$ cat src/rtl/irq_seq_pkg.sv
package irq_seq_pkg;
  localparam int unsigned OPCODE_W        = 8;
  localparam logic [OPCODE_W-1:0] RESTART_OPCODE = 8'hFF;
  localparam logic [OPCODE_W-1:0] IDLE_OPCODE    = 8'h00;
  localparam int unsigned SYNC_STAGES     = 2;
  localparam int unsigned SHADOW_BOUNDARIES = 2;

  typedef enum logic [0:0] {
    OFFER_IDLE = 1'b0,
    OFFER_OPEN = 1'b1
  } offer_state_e;
endpackage

$ cat src/rtl/irq_level_sync.sv
module irq_level_sync #(
  parameter int unsigned STAGES    = 2,
  parameter logic        RESET_VAL = 1'b1
) (
  input  logic clk,
  input  logic rst_n,
  input  logic async_in,
  output logic sync_out
);
  logic [STAGES-1:0] chain_q;

  generate
    genvar s;
    for (s = 0; s < STAGES; s++) begin : g_stage
      if (s == 0) begin : g_first
        always_ff @(posedge clk or negedge rst_n) begin
          if (!rst_n) chain_q[0] <= RESET_VAL;
          else        chain_q[0] <= async_in;
        end
      end else begin : g_next
        always_ff @(posedge clk or negedge rst_n) begin
          if (!rst_n) chain_q[s] <= RESET_VAL;
          else        chain_q[s] <= chain_q[s-1];
        end
      end
    end
  endgenerate

  assign sync_out = chain_q[STAGES-1];
endmodule

$ cat src/rtl/ie_shadow_ctrl.sv
module ie_shadow_ctrl #(
  parameter int unsigned SHADOW_LEN = 2
) (
  input  logic clk,
  input  logic rst_n,
  input  logic ei_exec,
  input  logic di_exec,
  input  logic boundary_live,
  input  logic accept,
  output logic ie_flag,
  output logic shadow_busy
);
  localparam int unsigned CW = $clog2(SHADOW_LEN + 1);
  localparam logic [CW-1:0] LOAD_FULL = CW'(SHADOW_LEN);
  localparam logic [CW-1:0] LOAD_SAME = CW'(SHADOW_LEN - 1);

  logic [CW-1:0] shadow_q;
  logic          ie_q;
  logic          enable_req;

  assign enable_req = ei_exec && !di_exec;

  always_ff @(posedge clk or negedge rst_n) begin
    if (!rst_n) begin
      ie_q <= 1'b0;
    end else if (di_exec) begin
      ie_q <= 1'b0;
    end else if (ei_exec) begin
      ie_q <= 1'b1;
    end else if (accept) begin
      ie_q <= 1'b0;
    end
  end

  always_ff @(posedge clk or negedge rst_n) begin
    if (!rst_n) begin
      shadow_q <= '0;
    end else if (enable_req) begin
      shadow_q <= boundary_live ? LOAD_SAME : LOAD_FULL;
    end else if (boundary_live && (shadow_q != '0)) begin
      shadow_q <= shadow_q - CW'(1);
    end
  end

  assign ie_flag     = ie_q;
  assign shadow_busy = (shadow_q != '0);
endmodule

$ cat src/rtl/restart_inject.sv
module restart_inject
  import irq_seq_pkg::*;
#(
  parameter logic [OPCODE_W-1:0] OPCODE = RESTART_OPCODE
) (
  input  logic                clk,
  input  logic                rst_n,
  input  logic                accept,
  input  logic                inject_ready,
  output logic                offer_open,
  output logic [OPCODE_W-1:0] inject_opcode,
  output logic                hold_pc,
  output logic                suppress_fetch
);
  offer_state_e state_q, state_d;
  logic [OPCODE_W-1:0] opcode_q;
  logic                hold_q;
  logic                supp_q;

  always_comb begin
    state_d = state_q;
    unique case (state_q)
      OFFER_IDLE: if (accept)       state_d = OFFER_OPEN;
      OFFER_OPEN: if (inject_ready) state_d = OFFER_IDLE;
      default:                      state_d = OFFER_IDLE;
    endcase
  end

  always_ff @(posedge clk or negedge rst_n) begin
    if (!rst_n) begin
      state_q  <= OFFER_IDLE;
      opcode_q <= IDLE_OPCODE;
      hold_q   <= 1'b0;
      supp_q   <= 1'b0;
    end else begin
      state_q  <= state_d;
      opcode_q <= (state_d == OFFER_OPEN) ? OPCODE : IDLE_OPCODE;
      hold_q   <= (state_d == OFFER_OPEN);
      supp_q   <= (state_d == OFFER_OPEN);
    end
  end

  assign offer_open     = (state_q == OFFER_OPEN);
  assign inject_opcode  = opcode_q;
  assign hold_pc        = hold_q;
  assign suppress_fetch = supp_q;
endmodule

$ cat src/rtl/irq_accept_seq.sv
module irq_accept_seq
  import irq_seq_pkg::*;
#(
  parameter int unsigned STAGES     = SYNC_STAGES,
  parameter int unsigned SHADOW_LEN = SHADOW_BOUNDARIES
) (
  input  logic                clk,
  input  logic                rst_n,
  input  logic                irq_n,
  input  logic                instr_boundary,
  input  logic                ei_exec,
  input  logic                di_exec,
  input  logic                inject_ready,
  output logic [OPCODE_W-1:0] inject_opcode,
  output logic                inject_valid,
  output logic                hold_pc,
  output logic                suppress_fetch,
  output logic                ie_flag
);
  logic irq_n_sync;
  logic offer_open;
  logic boundary_live;
  logic shadow_busy;
  logic ie_now;
  logic gate_open;
  logic accept;

  irq_level_sync #(.STAGES(STAGES), .RESET_VAL(1'b1)) sync_i (
    .clk      (clk),
    .rst_n    (rst_n),
    .async_in (irq_n),
    .sync_out (irq_n_sync)
  );

  assign boundary_live = instr_boundary && !offer_open;
  assign gate_open     = ie_now && !shadow_busy && !ei_exec && !di_exec;
  assign accept        = boundary_live && !irq_n_sync && gate_open;

  ie_shadow_ctrl #(.SHADOW_LEN(SHADOW_LEN)) ie_i (
    .clk           (clk),
    .rst_n         (rst_n),
    .ei_exec       (ei_exec),
    .di_exec       (di_exec),
    .boundary_live (boundary_live),
    .accept        (accept),
    .ie_flag       (ie_now),
    .shadow_busy   (shadow_busy)
  );

  restart_inject #(.OPCODE(RESTART_OPCODE)) inj_i (
    .clk            (clk),
    .rst_n          (rst_n),
    .accept         (accept),
    .inject_ready   (inject_ready),
    .offer_open     (offer_open),
    .inject_opcode  (inject_opcode),
    .hold_pc        (hold_pc),
    .suppress_fetch (suppress_fetch)
  );

  assign inject_valid = offer_open;
  assign ie_flag      = ie_now;
endmodule

$ cat config.mk
export PLATFORM = sky130hd
export DESIGN_NAME = irq_accept_seq
export DESIGN_NICKNAME = d
export VERILOG_FILES = /design/src/rtl/irq_seq_pkg.sv /design/src/rtl/irq_level_sync.sv /design/src/rtl/ie_shadow_ctrl.sv /design/src/rtl/restart_inject.sv /design/src/rtl/irq_accept_seq.sv
export SDC_FILE = /design/constraint.sdc
export NUM_CORES = 1
export LEC_CHECK = 0
export ABC_AREA = 1
export BUFFER_PORTS_ARGS = -buffer_cell sky130_fd_sc_hd__buf_2
export CORE_AREA = 3 3 40 42
export CTS_BUF_LIST = sky130_fd_sc_hd__clkbuf_4
export DETAILED_ROUTE_END_ITERATION = 8
export DIE_AREA = 0 0 43 45
export GPL_TIMING_DRIVEN = 0
export PLACE_DENSITY = 0.6
export SYNTH_ARGS = -nofsm -noshare
export SYNTH_HDL_FRONTEND = slang
export SYNTH_SLANG_ARGS = --single-unit
$ cat constraint.sdc
create_clock -name clk -period 2.7 [get_ports clk]
set_input_delay 0.135 -clock clk [delete_from_list [all_inputs] [get_ports clk]]
set_output_delay 0.135 -clock clk [all_outputs]
set_load 0.05 [all_outputs]
==> impl_results.html, run 1 <==
<table>
<tr><th>Metric</th><th>Value</th></tr>
<tr><th colspan="2">Status</th></tr>
<tr><td>Status</td><td>finished, final reports clean</td></tr>
<tr><th colspan="2">Timing</th></tr>
<tr><td>Post-layout min period</td><td>1.32 ns</td></tr>
<tr><td>Final total negative setup slack</td><td>0 ns</td></tr>
<tr><td>Worst Max-Slew Pin Slew</td><td>0.328 ns</td></tr>
<tr><td>Setup repair after global routing missed its margin</td><td>no</td></tr>
<tr><td>Pins Over Slew Limit</td><td>0</td></tr>
<tr><td>Top achievable clock speed</td><td>0.760 GHz</td></tr>
<tr><td>Worst Clk Skew</td><td>0.00644 ns</td></tr>
<tr><td>Worst rel slew slack</td><td>78.2%</td></tr>
<tr><td>Number of hold violations in the final report</td><td>0</td></tr>
<tr><td>Setup violations, final</td><td>0</td></tr>
<tr><td>Part of the cycle the worst path needs</td><td>48.8%</td></tr>
<tr><th colspan="2">Clock network</th></tr>
<tr><td>Clock buffer count from CTS</td><td>3</td></tr>
<tr><td>Clock insertion delay at the later pin of the skew report</td><td>0.24 ns</td></tr>
<tr><td>Total of hold buffers inserted after clock tree synthesis</td><td>2</td></tr>
<tr><td>Longest Clk Path Bufs</td><td>2</td></tr>
<tr><td>CTS tree</td><td>yes</td></tr>
<tr><td>CTS clk-pin slew, worst paths</td><td>0.05 ns</td></tr>
<tr><td>Number of buffers inserted to repair setup after CTS</td><td>0</td></tr>
<tr><td>Clock root buffer master</td><td>sky130_fd_sc_hd__clkbuf_4</td></tr>
<tr><td>Number of gates resized after cts</td><td>0</td></tr>
<tr><td>Sink count of the clock tree</td><td>6</td></tr>
<tr><td>H-tree depth</td><td>1</td></tr>
<tr><th colspan="2">Global route</th></tr>
<tr><td>Grt total ovfl</td><td>0</td></tr>
<tr><td>Initial antenna violation count</td><td>0</td></tr>
<tr><td>Via count of the first global-routing pass</td><td>294</td></tr>
<tr><td>Global-route wire length before repair</td><td>1150 um</td></tr>
<tr><td>Pin count of the biggest net entering global routing</td><td>13</td></tr>
<tr><td>Combined global-route utilization of all metal layers</td><td>8.30%</td></tr>
<tr><th colspan="2">Job</th></tr>
<tr><td>Number of maximum-capacitance constraint violations</td><td>0</td></tr>
<tr><th colspan="2">Synth</th></tr>
<tr><td>Synthesized area divided by synthesized cell count</td><td>7.53 um^2</td></tr>
<tr><td>Multiplexer share of the synthesized area</td><td>0%</td></tr>
<tr><td>Complex-gate fraction of the synthesized area</td><td>1.33%</td></tr>
<tr><td>Net count after synthesis</td><td>58</td></tr>
<tr><td>Synth cell types</td><td>11</td></tr>
<tr><td>Cell Area, Synth</td><td>377 um^2</td></tr>
<tr><td>Post-synthesis cell count</td><td>50</td></tr>
<tr><td>Fraction of post-synthesis cell area in the top cell type by area</td><td>26.6%</td></tr>
<tr><td>Largest cells by area after synthesis</td><td>sky130_fd_sc_hd__dfrtp_1, sky130_fd_sc_hd__buf_4, sky130_fd_sc_hd__dfstp_2</td></tr>
<tr><td>Post-Synth Simple-Gate Area</td><td>25.9%</td></tr>
<tr><td>Main combinational cell family by area after synthesis</td><td>buffers and inverters</td></tr>
<tr><td>Fraction of the yosys area taken by sequential cells</td><td>40.5%</td></tr>
<tr><td>Arithmetic-cell share of the synthesized area counting full adders, half adders and majority gates</td><td>3.32%</td></tr>
<tr><td>Synth area leader</td><td>sky130_fd_sc_hd__dfrtp_1</td></tr>
<tr><td>Ys Warns</td><td>0</td></tr>
<tr><td>XOR/XNOR Fraction of Synth Area</td><td>0%</td></tr>
<tr><td>Seq cells post-synth</td><td>6</td></tr>
<tr><th colspan="2">Die</th></tr>
<tr><td>CORE AREA</td><td>1280 um^2</td></tr>
<tr><td># IOs</td><td>19</td></tr>
<tr><td>Horizontal extent of the die</td><td>43 um</td></tr>
<tr><td>Area enclosed by the die boundary</td><td>1940 um^2</td></tr>
<tr><td>Die Span Y</td><td>45 um</td></tr>
<tr><td>Number of cell rows</td><td>13</td></tr>
<tr><td>Starting density of the core</td><td>29.3%</td></tr>
<tr><th colspan="2">Place</th></tr>
<tr><td>Post-DP HPWL</td><td>573 um</td></tr>
<tr><td>RD Place Congestion</td><td>0.804</td></tr>
<tr><td>Number of input and output port buffers inserted</td><td>18</td></tr>
<tr><th colspan="2">Pwr</th></tr>
<tr><td>Total power divided by cell area</td><td>657 nW/um^2</td></tr>
<tr><td>Peak supply drop</td><td>0.350 mV</td></tr>
<tr><td>Static leakage</td><td>0.341 nW</td></tr>
<tr><td>Power, Total</td><td>0.347 mW</td></tr>
<tr><th colspan="2">Route</th></tr>
<tr><td>Final routed wirelength across all metal layers</td><td>652 um</td></tr>
<tr><td>TritonRoute pass-1 iters</td><td>4</td></tr>
<tr><td>Detailed-route wire length per cell</td><td>7.41 um</td></tr>
<tr><td>First-iteration detailed-routing DRC count</td><td>2</td></tr>
<tr><td>DRC viols</td><td>0</td></tr>
<tr><td>Per-cell via count in the routed design</td><td>3.90</td></tr>
<tr><td>Total via count after detailed routing</td><td>343</td></tr>
<tr><td>Remaining antenna violation count after routing</td><td>0</td></tr>
<tr><th colspan="2">Cells and area</th></tr>
<tr><td>Layout Nets</td><td>83</td></tr>
<tr><td>P&amp;R area growth vs syn</td><td>40.2%</td></tr>
<tr><td>Antenna Diode Count</td><td>0</td></tr>
<tr><td>Share of final-layout standard cells stronger than drive strength 1</td><td>50.7%</td></tr>
<tr><th colspan="2">Worst setup path</th></tr>
<tr><td>Critical path data required time</td><td>2.57 ns</td></tr>
<tr><td>Critical Setup Path Class</td><td>reg -&gt; out</td></tr>
<tr><td>Type of origin of the critical path</td><td>register</td></tr>
<tr><td>Data arrival time of the worst path</td><td>1.18 ns</td></tr>
<tr><td>Maximum fanout along the worst path</td><td>12</td></tr>
<tr><td>Kind of end point of the critical path</td><td>primary output</td></tr>
<tr><th colspan="2">Hold path</th></tr>
<tr><td>Class of the most critical hold timing path</td><td>in -&gt; reg</td></tr>
</table>
==> per-stage QoR <==
step / cell area, um^2 / setup WS [ns] / utilization [%] / hold WS, ns / instances
2_1_floorplan: 377 / 1.45 / - / -0.161 / 50
3_3_place_gp: 485 / 1.63 / 37.8 / -0.0364 / 83
3_5_place_dp: 485 / 1.62 / 37.8 / -0.0334 / 83
4_1_cts: 528 / 1.35 / 41.1 / 0.0764 / 88
5_1_grt: 528 / 1.28 / 41.1 / 0.0698 / 88
6_report: 528 / 1.38 / 41.1 / 0.0802 / 88
==> cell type report <==
class | instances | area [um^2]
Buffer | 10 | 75.1
Clock buffer | 3 | 22.5
Fill cell | 141 | 757
Inverter | 9 | 33.8
Multi-Input combinational cell | 25 | 115
Sequential cell | 6 | 153
Tap cell | 15 | 18.8
Timing Repair Buffer | 20 | 110
==> placed cells by master, fill, tap and decap left out <==
| master | synthesis | final |
|---|---|---|
| sky130_fd_sc_hd__buf_2 | 0 | 18 |
| sky130_fd_sc_hd__buf_4 | 10 | 10 |
| sky130_fd_sc_hd__clkbuf_4 | 0 | 3 |
| sky130_fd_sc_hd__dfrtp_1 | 4 | 4 |
| sky130_fd_sc_hd__dfstp_2 | 2 | 2 |
| sky130_fd_sc_hd__dlygate4sd3_1 | 0 | 2 |
| sky130_fd_sc_hd__ha_1 | 1 | 1 |
| sky130_fd_sc_hd__inv_1 | 7 | 7 |
| sky130_fd_sc_hd__inv_2 | 2 | 2 |
| sky130_fd_sc_hd__nand2_1 | 12 | 12 |
| sky130_fd_sc_hd__nand2_2 | 2 | 2 |
| sky130_fd_sc_hd__nand3_1 | 5 | 5 |
| sky130_fd_sc_hd__nor2_1 | 4 | 4 |
| sky130_fd_sc_hd__o21ai_1 | 1 | 1 |
==> cells by family (layout without fill, tap and decap cells) <==
| logic type | count (synthesis) | count (layout) |
|---|---|---|
| fa+ha+maj | 1 | 1 |
| flops | 6 | 6 |
| simple gates | 23 | 23 |
| buf+inv | 19 | 42 |
| compound gates | 1 | 1 |
==> report_power, final <==
part,leakage (nW),switching [mW],internal (mW),total [mW]
Clock,0.0138,0.0293,0.0501,0.0794
Sequential,0.0713,0.0103,0.110,0.120
Combinational,0.255,0.0909,0.0564,0.147
==> Yosys cell counts (all sizes together) <==
| library cell | count |
|---|---|
| inv | 9 |
| nor2 | 4 |
| nand2 | 14 |
| nand3 | 5 |
| buf | 10 |
| ha | 1 |
| dfstp | 2 |
| o21ai | 1 |
| dfrtp | 4 |
==> path summary, 6_finish.rpt <==
path | cells after the start | startpoint | endpoint | slack (ns)
hold / removal | 2 | inject_ready | inj_i.inject_opcode[3]$_DFF_PN0_ | 0.08
hold reg to reg | 0 | sync_i.chain_q[0]$_DFF_PN1_ | sync_i.sync_out$_DFF_PN1_ | 0.34
setup / recovery | 2 | inj_i.inject_opcode[3]$_DFF_PN0_ | inject_opcode[4] | 1.38
setup reg to reg | 6 | inj_i.inject_opcode[3]$_DFF_PN0_ | ie_i.ie_flag$_DFFE_PN0P_ | 1.63
min in group asynchronous | 2 | rst_n | inj_i.inject_opcode[3]$_DFF_PN0_ | 0.24
max in group asynchronous | 2 | rst_n | sync_i.chain_q[0]$_DFF_PN1_ | 2.23
==> flip-flops by register name, summed over array words and instances (netlist names) <==
register and cells:
ie_i.shadow_q 2, ie_i.ie_flag 1, sync_i.chain_q 1, inj_i.inject_opcode 1, sync_i.sync_out 1
==> critical path, cell delays in order, from the launching register on <==
cell and delay [ns]:
sky130_fd_sc_hd__dfrtp_1 0.53, sky130_fd_sc_hd__buf_4 0.17, sky130_fd_sc_hd__buf_2 0.25
==> layer usage <==
metal | track usage (%) | vias to the layer above | wire, um
met1 | 10.1 | 135 | 288
met2 | 12.0 | 17 | 272
li1 | - | 191 | -
met5 | 0 | - | 0
met4 | 0 | 0 | 0
met3 | 7.17 | 0 | 91
Power figures use the tool's default switching activity.
==> run 2: changes to the inputs <==
Clock period 2.7 ns to 1.24 ns, I/O delays scaled along.
==> impl_results.html, run 2 (synthesis gave the netlist of run 1 again) <==
<table>
<tr><th>Metric</th><th>Value</th></tr>
<tr><th colspan="2">Status</th></tr>
<tr><td>Status</td><td>finished, final reports clean</td></tr>
<tr><th colspan="2">Pwr</th></tr>
<tr><td>Relative contribution of sequential cells to total power</td><td>32.9% (-1.8 points)</td></tr>
<tr><td>Switching part of the total</td><td>36.0% (-1.6 points)</td></tr>
<tr><td>Clock power share</td><td>26.6% (+3.7 points)</td></tr>
<tr><td>Internal power component</td><td>0.509 mW (+130%)</td></tr>
<tr><td>Total power divided by cell area</td><td>1450 nW/um^2 (+120%)</td></tr>
<tr><td>Power, Total</td><td>0.795 mW (+130%)</td></tr>
<tr><td>Peak supply drop</td><td>0.636 mV (+82%)</td></tr>
<tr><td>Net switching power</td><td>0.287 mW (+120%)</td></tr>
<tr><td>Logic pwr share</td><td>40.5% (-1.9 points)</td></tr>
<tr><td>Static leakage</td><td>0.348 nW (+2.1%)</td></tr>
<tr><th colspan="2">Worst setup path</th></tr>
<tr><td>Setup slack, reg-to-reg</td><td>0.17 ns (-1.46 ns)</td></tr>
<tr><td>Critical Setup Path Class</td><td>reg -&gt; out</td></tr>
<tr><td>Worst setup path startpoint</td><td>inj_i.inject_opcode[3]$_DFF_PN0_</td></tr>
<tr><td>Data arrival time of the worst path</td><td>1.09 ns (-0.09 ns)</td></tr>
<tr><td>Type of origin of the critical path</td><td>register</td></tr>
<tr><td>CP Capture Point</td><td>inject_opcode[3]</td></tr>
<tr><td>Endpoint of the most critical register-to-register path</td><td>ie_i.shadow_q[0]$_DFFE_PN0P_</td></tr>
<tr><td>Kind of end point of the critical path</td><td>primary output</td></tr>
<tr><td>R2r worst-path depth</td><td>6 (unchanged)</td></tr>
<tr><td>Critical R2R Launch</td><td>ie_i.shadow_q[0]$_DFFE_PN0P_</td></tr>
<tr><td>Critical path data required time</td><td>1.18 ns (-1.39 ns)</td></tr>
<tr><td>Maximum fanout along the worst path</td><td>12 (unchanged)</td></tr>
<tr><th colspan="2">Cells and area</th></tr>
<tr><td>Most flop-heavy register</td><td>ie_i.shadow_q</td></tr>
<tr><td>Share of final-layout standard cells stronger than drive strength 1</td><td>52.0% (+1.3 points)</td></tr>
<tr><td>Antenna Diode Count</td><td>0 (unchanged)</td></tr>
<tr><td>Commonest non-fill, non-tap cells in the layout</td><td>sky130_fd_sc_hd__buf_2, sky130_fd_sc_hd__nand2_1, sky130_fd_sc_hd__buf_4, sky130_fd_sc_hd__inv_1, sky130_fd_sc_hd__nand3_1</td></tr>
<tr><td>P&amp;R area growth vs syn</td><td>45.2%</td></tr>
<tr><td>Layout Cell Area excl Fill</td><td>547 um^2 (+3.6%)</td></tr>
<tr><td>Most common cell after layout, fill and taps aside</td><td>sky130_fd_sc_hd__buf_2</td></tr>
<tr><td>Layout Nets</td><td>84 (+1.2%)</td></tr>
<tr><td>Flip-flop count of the largest register after layout</td><td>2 (unchanged)</td></tr>
<tr><th colspan="2">Global route</th></tr>
<tr><td>Combined global-route utilization of all metal layers</td><td>7.65% (-0.65 points)</td></tr>
<tr><td>Via count of the first global-routing pass</td><td>296 (+0.68%)</td></tr>
<tr><td>Pin count of the biggest net entering global routing</td><td>13 (unchanged)</td></tr>
<tr><td>Global-route wire length before repair</td><td>1080 um (-6.6%)</td></tr>
<tr><td>Initial antenna violation count</td><td>0 (unchanged)</td></tr>
<tr><td>Grt total ovfl</td><td>0 (unchanged)</td></tr>
<tr><th colspan="2">Route</th></tr>
<tr><td>First-iteration detailed-routing DRC count</td><td>3 (+1)</td></tr>
<tr><td>DRC viols</td><td>0 (unchanged)</td></tr>
<tr><td>Detailed-route wire length per cell</td><td>7.51 um (+1.4%)</td></tr>
<tr><td>Total via count after detailed routing</td><td>357 (+4.1%)</td></tr>
<tr><td>Final routed wirelength across all metal layers</td><td>676 um (+3.7%)</td></tr>
<tr><td>Per-cell via count in the routed design</td><td>3.97 (+1.8%)</td></tr>
<tr><td>Remaining antenna violation count after routing</td><td>0 (unchanged)</td></tr>
<tr><td>TritonRoute pass-1 iters</td><td>4 (unchanged)</td></tr>
<tr><th colspan="2">Timing</th></tr>
<tr><td>Worst Max-Slew Pin Slew</td><td>0.251 ns (-0.0761 ns)</td></tr>
<tr><td>Post-layout min period</td><td>1.15 ns</td></tr>
<tr><td>Top achievable clock speed</td><td>0.869 GHz</td></tr>
<tr><td>Part of the cycle the worst path needs</td><td>92.8%</td></tr>
<tr><td>Worst hold slack after final layout</td><td>0.0897 ns (+0.00946 ns)</td></tr>
<tr><td>Setup violations, final</td><td>0 (unchanged)</td></tr>
<tr><td>Number of hold violations in the final report</td><td>0 (unchanged)</td></tr>
<tr><td>Pins Over Slew Limit</td><td>0 (unchanged)</td></tr>
<tr><td>Setup repair after global routing missed its margin</td><td>no</td></tr>
<tr><td>Worst rel slew slack</td><td>83.4% (+5.2 points)</td></tr>
<tr><td>Final total negative setup slack</td><td>0 ns (unchanged)</td></tr>
<tr><td>Worst Clk Skew</td><td>0.00587 ns (-0.000572 ns)</td></tr>
<tr><th colspan="2">Die</th></tr>
<tr><td>Area enclosed by the die boundary</td><td>1940 um^2 (unchanged)</td></tr>
<tr><td>Number of cell rows</td><td>13 (unchanged)</td></tr>
<tr><td># IOs</td><td>19 (unchanged)</td></tr>
<tr><td>CORE AREA</td><td>1280 um^2 (unchanged)</td></tr>
<tr><td>Die Span Y</td><td>45 um (unchanged)</td></tr>
<tr><td>Starting density of the core</td><td>29.3% (unchanged)</td></tr>
<tr><td>Horizontal extent of the die</td><td>43 um (unchanged)</td></tr>
<tr><th colspan="2">Clock network</th></tr>
<tr><td>H-tree depth</td><td>1 (unchanged)</td></tr>
<tr><td>Sink count of the clock tree</td><td>6 (unchanged)</td></tr>
<tr><td>Number of buffers inserted to repair setup after CTS</td><td>0 (unchanged)</td></tr>
<tr><td>CTS tree</td><td>yes</td></tr>
<tr><td>Clock root buffer master</td><td>sky130_fd_sc_hd__clkbuf_4</td></tr>
<tr><td>Longest Clk Path Bufs</td><td>2 (unchanged)</td></tr>
<tr><td>CTS clk-pin slew, worst paths</td><td>0.05 ns (about the same)</td></tr>
<tr><td>Clock buffer count from CTS</td><td>3 (unchanged)</td></tr>
<tr><td>Clock insertion delay at the later pin of the skew report</td><td>0.24 ns (about the same)</td></tr>
<tr><th colspan="2">Place</th></tr>
<tr><td>RD Place Congestion</td><td>0.800 (-0.49%)</td></tr>
<tr><td>Dpl cell area</td><td>487 um^2 (+0.26%)</td></tr>
<tr><td>Number of input and output port buffers inserted</td><td>18 (unchanged)</td></tr>
<tr><td>Post-DP HPWL</td><td>556 um (-2.9%)</td></tr>
<tr><th colspan="2">Hold path</th></tr>
<tr><td>Hold Path Depth</td><td>4 (+2)</td></tr>
<tr><td>Class of the most critical hold timing path</td><td>in -&gt; reg</td></tr>
<tr><th colspan="2">Job</th></tr>
<tr><td>Number of maximum-capacitance constraint violations</td><td>0 (unchanged)</td></tr>
</table>
run 2: cell count changes in the layout (fill, tap and decap cells not counted), sizes merged:
cell and change:
clkbuf +1, dlygate4sd3 +1
run 2: cell type report:
cell class,instances,area [um^2]
clock buffer,4,30.0
buffer,10,75.1
sequential,6,154
timing repair buffer,21,120
fill,131,738
multi-input combinational,25,115
inverter,9,33.8
tap,15,18.8
run 2: metal layers:
layer / wire, um / part of all wire [%] / GRT usage [%] / up-vias
li1: - / - / - / 189
met1: 296 / 44 / 7.67 / 151
met2: 294 / 43 / 12.9 / 17
met3: 85 / 13 / 5.58 / 0
met4: 0 / 0 / 1.81 / 0
met5: 0 / 0 / 0 / -
run 2: critical path, cell delays in order, from the launching register on:
cell                      delay [ns]
sky130_fd_sc_hd__dfrtp_2        0.46
sky130_fd_sc_hd__buf_4          0.14
sky130_fd_sc_hd__buf_2          0.25
run 2: how the worst min path moves through the flow:
stage | start | end | slack [ns]
floorplan | rst_n | ie_i.ie_flag$_DFFE_PN0P_ | -0.23
global placement | rst_n | ie_i.shadow_q[1]$_DFFE_PN0P_ | -0.11
detailed placement | rst_n | ie_i.shadow_q[1]$_DFFE_PN0P_ | -0.11
CTS | di_exec | ie_i.ie_flag$_DFFE_PN0P_ | 0.08
global route | di_exec | ie_i.ie_flag$_DFFE_PN0P_ | 0.1
finish | di_exec | ie_i.ie_flag$_DFFE_PN0P_ | 0.09
run 2: power groups by stage:
stage          Combinational, mW  Clock (mW)  Sequential, mW
6_report                   0.322       0.211           0.262
5_1_grt                    0.355       0.236           0.268
4_1_cts                    0.326       0.221           0.262
3_5_place_dp               0.318           0           0.265
3_3_place_gp               0.314           0           0.265
2_1_floorplan              0.246           0           0.276
run 2: repair_timing:
item                      in CTS  in global routing
gates resized for setup        0                  0
hold endpoints to repair       8                  0
hold buffers                   3                  0
run 2: per-stage QoR:
| step | worst slack [ns] | instances | utilization [%] |
|---|---|---|---|
| finish | 0.0888 | 90 | 42.6 |
| detailed placement | 0.177 | 83 | 37.9 |
| global placement | 0.186 | 83 | 37.9 |
| CTS | 0.0660 | 90 | 42.6 |
| floorplan | 0.159 | 50 | - |
| global route | 0.00861 | 90 | 42.6 |
